`config.mk`:
```
export PLATFORM = sky130hd
export DESIGN_NAME = twophase_cken
export DESIGN_NICKNAME = d
export VERILOG_FILES = /design/src/rtl/twophase_cken_pkg.sv /design/src/rtl/twophase_ratio_latch.sv /design/src/rtl/twophase_phase_ctr.sv /design/src/rtl/twophase_pulse_dec.sv /design/src/rtl/twophase_cken.sv
export SDC_FILE = /design/constraint.sdc
export NUM_CORES = 1
export LEC_CHECK = 0
export ABC_CLOCK_PERIOD_IN_PS = 3550
export BUFFER_PORTS_ARGS = -buffer_cell sky130_fd_sc_hd__buf_2
export CORE_AREA = 4 4 41 43
export DETAILED_ROUTE_END_ITERATION = 12
export DIE_AREA = 0 0 45 47
export PLACE_DENSITY = 0.66
export SYNTH_ARGS = -nofsm -noshare
export SYNTH_HDL_FRONTEND = slang
export SYNTH_SLANG_ARGS = --single-unit
```
`constraint.sdc`:
```
create_clock -name clk -period 3.55 [get_ports clk]
set_input_delay 0.355 -clock clk [delete_from_list [all_inputs] [get_ports clk]]
set_output_delay 0.355 -clock clk [all_outputs]
set_load 0.05 [all_outputs]
```
`src/rtl/twophase_cken_pkg.sv`:
```
// Package: shared types for the two-phase clock-enable generator.
// Assumes: consumers size the counter as DIV_W+1 bits.
package twophase_cken_pkg;

    // Bundle of decoded single-cycle strobes produced each fast cycle.
    typedef struct packed {
        logic ph1;
        logic ph2;
        logic pend;
    } cken_strobes_t;

endpackage

```
`src/rtl/twophase_ratio_latch.sv`:
```
// Module: twophase_ratio_latch
// Holds the divide setting in force for the current nominal period and
// derives the half-period and last-count values from it.
// Assumes: load is high during reset and on the edge that ends a period.
module twophase_ratio_latch #(
    parameter int DIV_W = 4,
    localparam int CNT_W = DIV_W + 1
) (
    input  logic             clk,
    input  logic             rst_n,
    input  logic             wrap,
    input  logic [DIV_W-1:0] div_sel,
    output logic [CNT_W-1:0] half_cnt,
    output logic [CNT_W-1:0] last_cnt
);

    logic [DIV_W-1:0] sel_q;

    // Capture the setting in reset and at each period boundary only.
    always_ff @(posedge clk) begin
        if (!rst_n) begin
            sel_q <= div_sel;
        end else if (wrap) begin
            sel_q <= div_sel;
        end
    end

    // Half period is s+1; the last count 2(s+1)-1 equals 2s+1.
    always_comb begin
        half_cnt = {1'b0, sel_q} + CNT_W'(1);
        last_cnt = {sel_q, 1'b1};
    end

endmodule

```
`src/rtl/twophase_phase_ctr.sv`:
```
// Module: twophase_phase_ctr
// Free-running phase counter with a run flag that is set one cycle after
// reset release, so the first running cycle always starts at count 0.
// Assumes: last_cnt is stable for the whole period (see ratio latch).
module twophase_phase_ctr #(
    parameter int DIV_W = 4,
    localparam int CNT_W = DIV_W + 1
) (
    input  logic             clk,
    input  logic             rst_n,
    input  logic [CNT_W-1:0] last_cnt,
    output logic             run,
    output logic             wrap,
    output logic [CNT_W-1:0] cnt
);

    logic             run_q;
    logic [CNT_W-1:0] cnt_q;

    // Period ends when the running count reaches the last value.
    assign wrap = run_q && (cnt_q == last_cnt);

    // Hold count at zero in reset; step or wrap while running.
    always_ff @(posedge clk) begin
        if (!rst_n) begin
            run_q <= 1'b0;
            cnt_q <= '0;
        end else begin
            run_q <= 1'b1;
            if (wrap) begin
                cnt_q <= '0;
            end else if (run_q) begin
                cnt_q <= cnt_q + CNT_W'(1);
            end
        end
    end

    assign run = run_q;
    assign cnt = cnt_q;

endmodule

```
`src/rtl/twophase_pulse_dec.sv`:
```
// Module: twophase_pulse_dec
// Decodes the phase counter into phase-one, phase-two and period-end strobes.
// Assumes: half_cnt lies in 1..last_cnt, so the strobes fall on distinct counts
// except that phase two and period end coincide at the 2x setting.
module twophase_pulse_dec
    import twophase_cken_pkg::*;
#(
    parameter int DIV_W = 4,
    localparam int CNT_W = DIV_W + 1
) (
    input  logic             run,
    input  logic [CNT_W-1:0] cnt,
    input  logic [CNT_W-1:0] half_cnt,
    input  logic [CNT_W-1:0] last_cnt,
    output cken_strobes_t    strobes
);

    // Compare the count against the fixed positions inside the period.
    always_comb begin
        strobes.ph1  = run && (cnt == '0);
        strobes.ph2  = run && (cnt == half_cnt);
        strobes.pend = run && (cnt == last_cnt);
    end

endmodule

```
`src/rtl/twophase_cken.sv`:
```
// Module: twophase_cken (top)
// Generates alternating single-cycle phase enables for a CPU core that runs
// on the fast clock. Nominal period is 2(div_sel+1) fast cycles.
// Assumes: synchronous active-low reset that may be released on any cycle.
module twophase_cken
    import twophase_cken_pkg::*;
#(
    parameter int DIV_W = 4,
    localparam int CNT_W = DIV_W + 1
) (
    input  logic             clk,
    input  logic             rst_n,
    input  logic [DIV_W-1:0] div_sel,
    output logic             ph1_en,
    output logic             ph2_en,
    output logic             period_end,
    output logic [CNT_W-1:0] phase_cnt
);

    logic             run;
    logic             wrap;
    logic [CNT_W-1:0] cnt;
    logic [CNT_W-1:0] half_cnt;
    logic [CNT_W-1:0] last_cnt;
    cken_strobes_t    strobes;

    twophase_ratio_latch #(.DIV_W(DIV_W)) u_ratio (
        .clk      (clk),
        .rst_n    (rst_n),
        .wrap     (wrap),
        .div_sel  (div_sel),
        .half_cnt (half_cnt),
        .last_cnt (last_cnt)
    );

    twophase_phase_ctr #(.DIV_W(DIV_W)) u_ctr (
        .clk      (clk),
        .rst_n    (rst_n),
        .last_cnt (last_cnt),
        .run      (run),
        .wrap     (wrap),
        .cnt      (cnt)
    );

    twophase_pulse_dec #(.DIV_W(DIV_W)) u_dec (
        .run      (run),
        .cnt      (cnt),
        .half_cnt (half_cnt),
        .last_cnt (last_cnt),
        .strobes  (strobes)
    );

    // Drive the ports from the decoded strobes and the counter.
    assign ph1_en     = strobes.ph1;
    assign ph2_en     = strobes.ph2;
    assign period_end = strobes.pend;
    assign phase_cnt  = cnt;

endmodule

```
## After elaboration in Yosys (flattened, before gate mapping)

Index checks and enable logic that the tools add are counted.

- Register bits after elaboration: 10
- Input port bits: 6
- Output and inout port bits: 8
- Word-level logic and storage cells: 17

- Add/sub/neg operators: 2
- Equality and inequality tests: 3
- Mux-type cells: 3
- Bitwise operators: 1
- Reduce and logical (&&, ||, !) cells: 5

Operators by type and width:

| kind | number |
|---|---|
| == test 5 bit | 2 |
| 2-to-1 mux 4 bit | 2 |
| adder 4 x 1 -> 5 bit, second input constant | 1 |
| adder 5 x 1 -> 5 bit, second input constant | 1 |
| logical NOT 5 bit | 1 |
| logical AND 1 bit | 3 |
| != test 2 x 1 -> 1 bit, second input constant | 1 |
| OR reduction 2 bit | 1 |
| 2-to-1 mux 1 bit | 1 |
| inverter 1 bit | 1 |

## Depth between registers and ports, before layout

Gate-level depths: netlist of the first run.

- Word-level depth: 4
- Gate-level depth with buffers: 5
- Depth with buffers taken out: 5

## Cells and area by module

From an unflattened synthesis of the first run, not the netlist that was laid out.

- Cells, all modules: 59
- Area, all modules: 625.6 um^2

By module, submodules not included:

| module | instances | cells an instance | area an instance (um^2) | sequential area each (um^2) |
|---|---|---|---|---|
| twophase_phase_ctr | 1 | 30 | 304.0 | 120.1 |
| twophase_ratio_latch | 1 | 13 | 188.9 | 120.1 |
| twophase_pulse_dec | 1 | 16 | 132.6 | 0.0 |

## Least setup slack after synthesis of the first run

Ideal clock, no wire load.

- Path type: reg-to-output
- Start: register u_ctr.cnt_q[2], in the netlist u_ctr.cnt[2]
- End: output port period_end
- Arrival time: 2.098 ns
- Required time: 3.195 ns
- Setup slack: 1.097 ns
- Cell stages (with the launch flop): 5
- Path buffers: 1
- Cells stage by stage: dfxtp_1 > buf_6 > xor2_1 > or4_4 > nor2_1

- Longest elaborated chain between the ends: 2

RTL lines:

| what | line | source |
|---|---|---|
| start: declaration | twophase_phase_ctr.sv:18 | `logic [CNT_W-1:0] cnt_q;` |
| start signal: assignment | twophase_phase_ctr.sv:33 | `cnt_q <= cnt_q + CNT_W'(1);` |
| == test 5 bit | twophase_pulse_dec.sv:22 | `strobes.pend = run && (cnt == last_cnt);` |
| logical AND 1 bit | twophase_pulse_dec.sv:22 |  |
| end: declaration | twophase_cken.sv:16 | `output logic period_end,` |

Every way passes these cells.

## Worst setup path after layout of the first run

- Start: register u_ratio.sel_q[0]
- End: output port ph2_en

- Longest elaborated chain between the ends: 3

RTL lines:

| what | line | source |
|---|---|---|
| start: declaration | twophase_ratio_latch.sv:17 | `logic [DIV_W-1:0] sel_q;` |
| start signal: assignment | twophase_ratio_latch.sv:22 | `sel_q <= div_sel;` |
| start signal: assignment | twophase_ratio_latch.sv:24 | `sel_q <= div_sel;` |
| adder 4 x 1 -> 5 bit | twophase_ratio_latch.sv:30 | `half_cnt = {1'b0, sel_q} + CNT_W'(1);` |
| == test 5 bit | twophase_pulse_dec.sv:21 | `strobes.ph2 = run && (cnt == half_cnt);` |
| logical AND 1 bit | twophase_pulse_dec.sv:21 |  |
| end: declaration | twophase_cken.sv:15 | `output logic ph2_en,` |

Every way passes these cells.

==> implementation parameters, run 1 <==
Parameter                              Value

Run status
  Run status    completed

Finish
  Number of diodes    0
  Layout cells sized above 1    25.0%
  Filler instances    131
  Footprint of the flip-flops and latches    240 µm²
  Post-layout instance area    662 µm²
  Signed area change from the synthesized netlist to the final layout    15.8%
  Final #Nets    82
  Area of combinational cells with multiple inputs    300 µm²

Synth
  Syn_area_per_cell    9.86 µm²
  Area share of fa/ha/maj cells after synthesis    6.56%
  Multiplexer share of the synthesized area    1.75%
  Most frequently used flop master after synthesis    sky130_fd_sc_hd__dfxtp_1
  Post-synthesis instance area    approximately 570 µm²
  Post-synthesis share of cell area spent on and, or, nand and nor gates    roughly 17%
  Count of cell types in the netlist    23
  Sequential share of the synthesized area    a little over two fifths
  Count of flip-flops with a built-in enable after synthesis    4
  Synth Warn #    0
  Largest family of logic cells by synthesized area    XOR/XNOR gates
  Commonest cells post-synth    8 x sky130_fd_sc_hd__xor2_1, 7 x sky130_fd_sc_hd__nor2_1, 6 x sky130_fd_sc_hd__dfxtp_1
  Flop and latch count out of synthesis    10
  Count of mapped cells out of synthesis    58
  Synth top area share    21.0%
  XOR/XNOR share of the synthesized area    18.4%
  Most instantiated library cell after synthesis    sky130_fd_sc_hd__xor2_1
  Compound-Gate Fraction of Synth Area    8.53%
  Cell type with the largest total area after synthesis    sky130_fd_sc_hd__dfxtp_1
  Ranking of synthesized cells by area    sky130_fd_sc_hd__dfxtp_1 21%, sky130_fd_sc_hd__edfxtp_1 21%, sky130_fd_sc_hd__xor2_1 12%
  Fraction of registers with async set or reset after synthesis    0%
  Synthesized netlist net count    67

Power and ir drop
  Worst vdd rail ir drop    roughly 0.00023 V
  LEAKAGE    0.296 nW
  Proportion of total power due to net switching    29.8%
  Pwr/cell area    around 390 mW/mm²
  Combinational cell fraction of total power    17.5%
  Part of the power in registers    52.1%
  Total power    0.261 mW
  Net switching power    0.0778 mW
  Internal power of the cells    0.183 mW
  Clock share of power    a little under a third

STA
  Actual slew at the worst max-slew pin    about 0.35 ns
  Worst rel slew slack    76.6%
  Fin crit share    61.1%
  Count of final hold-check violations    0
  Setup repair after global routing missed its margin    no
  Final WS setup    1.38 ns
  Shortest clock period the worst path allows after layout    approximately 2.2 ns
  Maximum clock rate    0.461 GHz
  Post-route clock skew    ~0.008 ns
  Final setup violation count    0
  Worst hold-check slack    0.244 ns
  Number of pins exceeding their max-slew limit in the final report    0
  Setup TNS after final layout    0 ns

Clock tree
  Number of gates given a new drive strength after cts    0
  CTS hold repair buffers    0
  Deepest level of the CTS H-tree    1
  Clock slew at the register clock pins of the worst setup and hold paths    around 0.070 ns
  Post-CTS Repair Setup Buffers    0
  Maximum root-to-sink buffer count    2
  Clock sink count    10
  TritonCTS clock tree    built
  Number of buffers added by the clock tree synthesis step    3
  Clock latency at the later pin of the worst-skew pair    0.26 ns
  Root Buffer    sky130_fd_sc_hd__clkbuf_4

Detailed routing
  DRC violation total after the first TritonRoute iteration    2
  Detailed Route WL    1100 µm
  Mean routed wirelength per cell    about 13 µm
  DRT antenna net count    0
  Number of iterations in the first detailed-routing pass    4
  Via density    5.20
  Routed vias    452
  Remaining design rule violation count    0

Setup path
  Reg-to-reg setup timing slack    1.71 ns
  Crit. End Element    primary output
  Kind of launch point of the worst setup path    flop
  Beginning of the worst register-to-register path    u_ctr.cnt[2]$_SDFFE_PP0P_
  Worst endpoint data arrival time    1.81 ns
  Crit path launch    u_ratio.sel_q[0]$_DFFE_PP_
  Worst Path Required    about 3.2 ns
  Number of cells on the worst reg-to-reg path    3
  CP Class    reg -> out
  Maximum fanout along the worst path    4
  Critical path endpoint    ph2_en
  Reg-to-reg endpoint    u_ratio.sel_q[0]$_DFFE_PP_

Placed design
  Cell area after placement    636 µm²
  Pre-CTS WS    1.66 ns
  Port-buffer cells    13
  Routability congestion estimate    0.764

Global routing
  Gr ovfl total    0
  GR Layer Usage met3    around 3.1%
  Grt met1 use    a little over an eighth
  GRT met2 Usage    20.1%
  Number of antenna violations at the first check in global routing    0
  Global route hottest layer    met2
  Number of global-route vias before repair    roughly 440
  All-Layer GR Usage    around an eighth
  Largest net degree at the start of global routing    10
  First-pass GRT wire length    1810 µm

Die
  Total I/O pin count    14
  Area of the core region    roughly 0.0013 mm²
  Floorplan die area    0.00212 mm²
  Row cnt    13
  Initial Util    43.9%
  Vertical extent of the die    47 µm
  Die Width    45 µm

Min path
  Type of the tightest min-delay check    in -> reg

Job
  Max cap viols    0
worst max-delay path, cell delays in order (launching register included):
cell and delay, ns:
sky130_fd_sc_hd__edfxtp_1 0.46, sky130_fd_sc_hd__ha_1 0.30, sky130_fd_sc_hd__xnor2_1 0.14, sky130_fd_sc_hd__a21oi_1 0.15, sky130_fd_sc_hd__o21ai_0 0.10, sky130_fd_sc_hd__a21oi_1 0.14
sky130_fd_sc_hd__buf_2 0.27
power groups by stage:
stage	Sequential [mW]	Combinational [mW]	Clock, mW
floorplan	0.143	0.0310	0
global route	0.137	0.0497	0.0886
finish	0.136	0.0458	0.0793
global placement	0.138	0.0456	0
CTS	0.136	0.0462	0.0807
detailed placement	0.139	0.0459	0
layout by cell type, fill, tap and decap left out, types with 2 or more instances in the layout:
cell type                   n
sky130_fd_sc_hd__dfxtp_1    6
sky130_fd_sc_hd__xnor2_1    4
sky130_fd_sc_hd__nand2_1    2
sky130_fd_sc_hd__inv_1      3
sky130_fd_sc_hd__nor2_1     7
sky130_fd_sc_hd__ha_1       3
sky130_fd_sc_hd__edfxtp_1   4
sky130_fd_sc_hd__o21ai_0    3
sky130_fd_sc_hd__nand4_1    4
sky130_fd_sc_hd__clkbuf_4   3
sky130_fd_sc_hd__a21oi_1    2
sky130_fd_sc_hd__xor2_1     8
sky130_fd_sc_hd__buf_2     13
layer usage:
layer / vias up / routed length [µm]
li1: 228 / -
met4: 0 / 12
met5: - / 0
met3: 2 / 63
met2: 10 / 542
met1: 212 / 478
flip-flops by register name, indices dropped and copies added (netlist names):
name           flops
u_ctr.cnt          5
u_ctr.run          1
u_ratio.sel_q      4
area by class of cell:
type / count / share of cell area [%]
clock buffer: 3 / 3.40
clock inverter: 1 / 0.567
inverter: 3 / 1.70
multi-input combinational: 42 / 45.4
sequential: 10 / 36.3
tap: 15 / 2.84
timing repair buffer: 13 / 9.83
cells by family after synthesis:
family | count (synthesis)
adders and majority gates | 3
buffers and inverters | 6
xor gates and xnor gates | 12
muxes | 1
and+or+nand+nor | 18
DFF | 10
AOI/OAI and AO/OA | 8
through the flow:
step                util, %  instances
floorplan                 -         58
global placement       48.8         83
detailed placement     48.8         83
CTS                    50.9         87
global route           50.9         87
finish                 50.9         87
worst min path at each step:
| stage | depth (start not counted) | end | startpoint | slack, ns |
|---|---|---|---|---|
| 2_1_floorplan | 0 | u_ctr.run$_DFF_P_ | rst_n | 0.38 |
| 3_3_place_gp | 1 | u_ctr.run$_DFF_P_ | rst_n | 0.51 |
| 3_5_place_dp | 1 | u_ctr.run$_DFF_P_ | rst_n | 0.51 |
| 4_1_cts | 1 | u_ctr.run$_DFF_P_ | rst_n | 0.24 |
| 5_1_grt | 1 | u_ctr.run$_DFF_P_ | rst_n | 0.25 |
| 6_report | 1 | u_ctr.run$_DFF_P_ | rst_n | 0.24 |
(Power assumes the default switching activity.)
==> inputs of run 2 (changes only) <==
- ABC_CLOCK_PERIOD_IN_PS: 3550 -> 2100
- clock period: 3.55 -> 2.1 ns (I/O delays scaled with it)
==> implementation parameters, run 2 (synthesis results as in run 1) <==
Parameter                              Value

Run status
  Run status    completed

Global routing
  Number of global-route vias before repair    437 (-0.23%)
  Global route hottest layer    met2
  Grt met1 use    15.0% (+1.8 points)
  GRT met2 Usage    20.6% (+0.56 points)
  Number of antenna violations at the first check in global routing    0 (unchanged)
  Gr ovfl total    0 (unchanged)
  Largest net degree at the start of global routing    10 (unchanged)
  First-pass GRT wire length    1880 µm (+4.2%)
  All-Layer GR Usage    12.8% (+1.1 points)
  GR Layer Usage met3    3.45% (+0.38 points)

Finish
  Largest register FFs    5 (unchanged)
  Post-layout instance area    696 µm² (+5.1%)
  Layout cells sized above 1    32.0% (+7.0 points)
  Commonest non-fill, non-tap cell in the layout    sky130_fd_sc_hd__buf_2
  Most frequent cells in the layout    12 x sky130_fd_sc_hd__buf_2, 8 x sky130_fd_sc_hd__xor2_1, 6 x sky130_fd_sc_hd__nor2_1, 6 x sky130_fd_sc_hd__dfxtp_1
  Final #Nets    85 (+3.7%)
  Signed area change from the synthesized netlist to the final layout    21.7%
  Number of diodes    0 (unchanged)

Clock tree
  Maximum root-to-sink buffer count    2 (unchanged)
  Clock sink count    10 (unchanged)
  TritonCTS clock tree    built
  Clock slew at the register clock pins of the worst setup and hold paths    0.06 ns (about the same)
  Deepest level of the CTS H-tree    1 (unchanged)
  Number of buffers added by the clock tree synthesis step    3 (unchanged)
  Clock latency at the later pin of the worst-skew pair    0.26 ns (about the same)
  Root Buffer    sky130_fd_sc_hd__clkbuf_4
  Post-CTS Repair Setup Buffers    0 (unchanged)

Die
  Total I/O pin count    14 (unchanged)
  Area of the core region    0.00130 mm² (unchanged)
  Row cnt    13 (unchanged)
  Die Width    45 µm (unchanged)
  Vertical extent of the die    47 µm (unchanged)
  Floorplan die area    0.00212 mm² (unchanged)
  Initial Util    43.9% (unchanged)

Detailed routing
  DRT antenna net count    0 (unchanged)
  Remaining design rule violation count    0 (unchanged)
  Via density    5.06 (-2.7%)
  Mean routed wirelength per cell    12.2 µm (-3.5%)
  Detailed Route WL    1100 µm (-0.18%)
  Number of iterations in the first detailed-routing pass    4 (unchanged)
  Routed vias    455 (+0.66%)
  DRC violation total after the first TritonRoute iteration    10 (+8)

Setup path
  Cell chain of the critical path    xor2_1 > or4_4 > nor2_2 > buf_2
  Crit. End Element    primary output
  Worst endpoint data arrival time    1.80 ns (about the same)
  Maximum fanout along the worst path    4 (unchanged)
  Kind of launch point of the worst setup path    flop
  Worst Path Required    1.89 ns (-1.30 ns)
  Slowest library cell on the worst path    sky130_fd_sc_hd__or4_4
  Top delay family on crit path    simple AND/OR/NAND/NOR gates
  Bufs and invs on worst path    1 (unchanged)
  Crit path largest cell delay    0.57 ns (+0.11 ns)
  CP Class    reg -> out

STA
  Count of final hold-check violations    0 (unchanged)
  Final WS setup    0.0922 ns (-1.29 ns)
  Actual slew at the worst max-slew pin    0.354 ns (+0.00303 ns)
  Shortest clock period the worst path allows after layout    2.01 ns
  Fin crit share    95.6%
  Setup TNS after final layout    0 ns (unchanged)
  Post-route clock skew    0.000362 ns (-0.00753 ns)
  Setup repair after global routing missed its margin    no
  Number of pins exceeding their max-slew limit in the final report    0 (unchanged)
  Maximum clock rate    0.498 GHz
  Worst rel slew slack    76.4% (-0.20 points)
  Final setup violation count    0 (unchanged)

Job
  Max cap viols    0 (unchanged)

Power and ir drop
  Pwr/cell area    641 mW/mm² (+63%)
  Total power    0.446 mW (+71%)
  Worst vdd rail ir drop    0.000319 V (+39%)
  LEAKAGE    0.308 nW (+4.2%)

Placed design
  Cell area after placement    664 µm² (+4.5%)
  Estimated wirelength of the detail-placed design    840 µm
  Port-buffer cells    13 (unchanged)
  Routability congestion estimate    0.748 (-2.1%)
  Pre-CTS WS    0.248 ns (-1.41 ns)

Min path
  Type of the tightest min-delay check    in -> reg
[run 2: repair_timing]
action	CTS	global route
resized for setup	0	2
hold buffers	0	0
hold endpoints to repair	0	0
endpoints found under the setup margin	0	1
[run 2: power breakdown]
group	total (mW)	leakage [nW]	internal, mW	switching, mW
registers	0.222	0.0883	0.213	0.00979
clock network	0.129	0.0154	0.0684	0.0602
logic	0.0952	0.205	0.0361	0.0592
[run 2: final cells by class]
type / instances / area [µm²]
fill: 131 / 606
multi-input combinational: 42 / 309
sequential: 10 / 240
timing repair buffer: 16 / 90.1
clock buffer: 3 / 22.5
tap: 15 / 18.8
inverter: 3 / 11.3
clock inverter: 1 / 3.75
[run 2: final timing paths]
check / slack (ns) / to / start / cells after the start
worst min-delay path: 0.11 / u_ctr.run$_DFF_P_ / rst_n / 1
worst max-delay path: 0.09 / period_end / u_ratio.sel_q[1]$_DFFE_PP_ / 4
worst max register to register: 0.26 / u_ratio.sel_q[1]$_DFFE_PP_ / u_ratio.sel_q[1]$_DFFE_PP_ / 3
worst min register to register: 0.61 / u_ctr.cnt[3]$_SDFFE_PP0P_ / u_ctr.cnt[3]$_SDFFE_PP0P_ / 2
[run 2: metrics by stage]
stage               std cells  hold slack, ns  util (%)
floorplan                  58           0.238         -
global placement           86           0.367      51.1
detailed placement         86           0.371      51.1
CTS                        90          0.0942      53.1
global route               90          0.0993      53.5
finish                     90           0.108      53.5
[run 2: routing by layer]
layer  vias to the layer above  part of all wire [%]
li1                        238                     -
met5                         -                     0
met4                         0                  0.91
met1                       209                    46
met3                         2                   3.7
met2                         6                    49
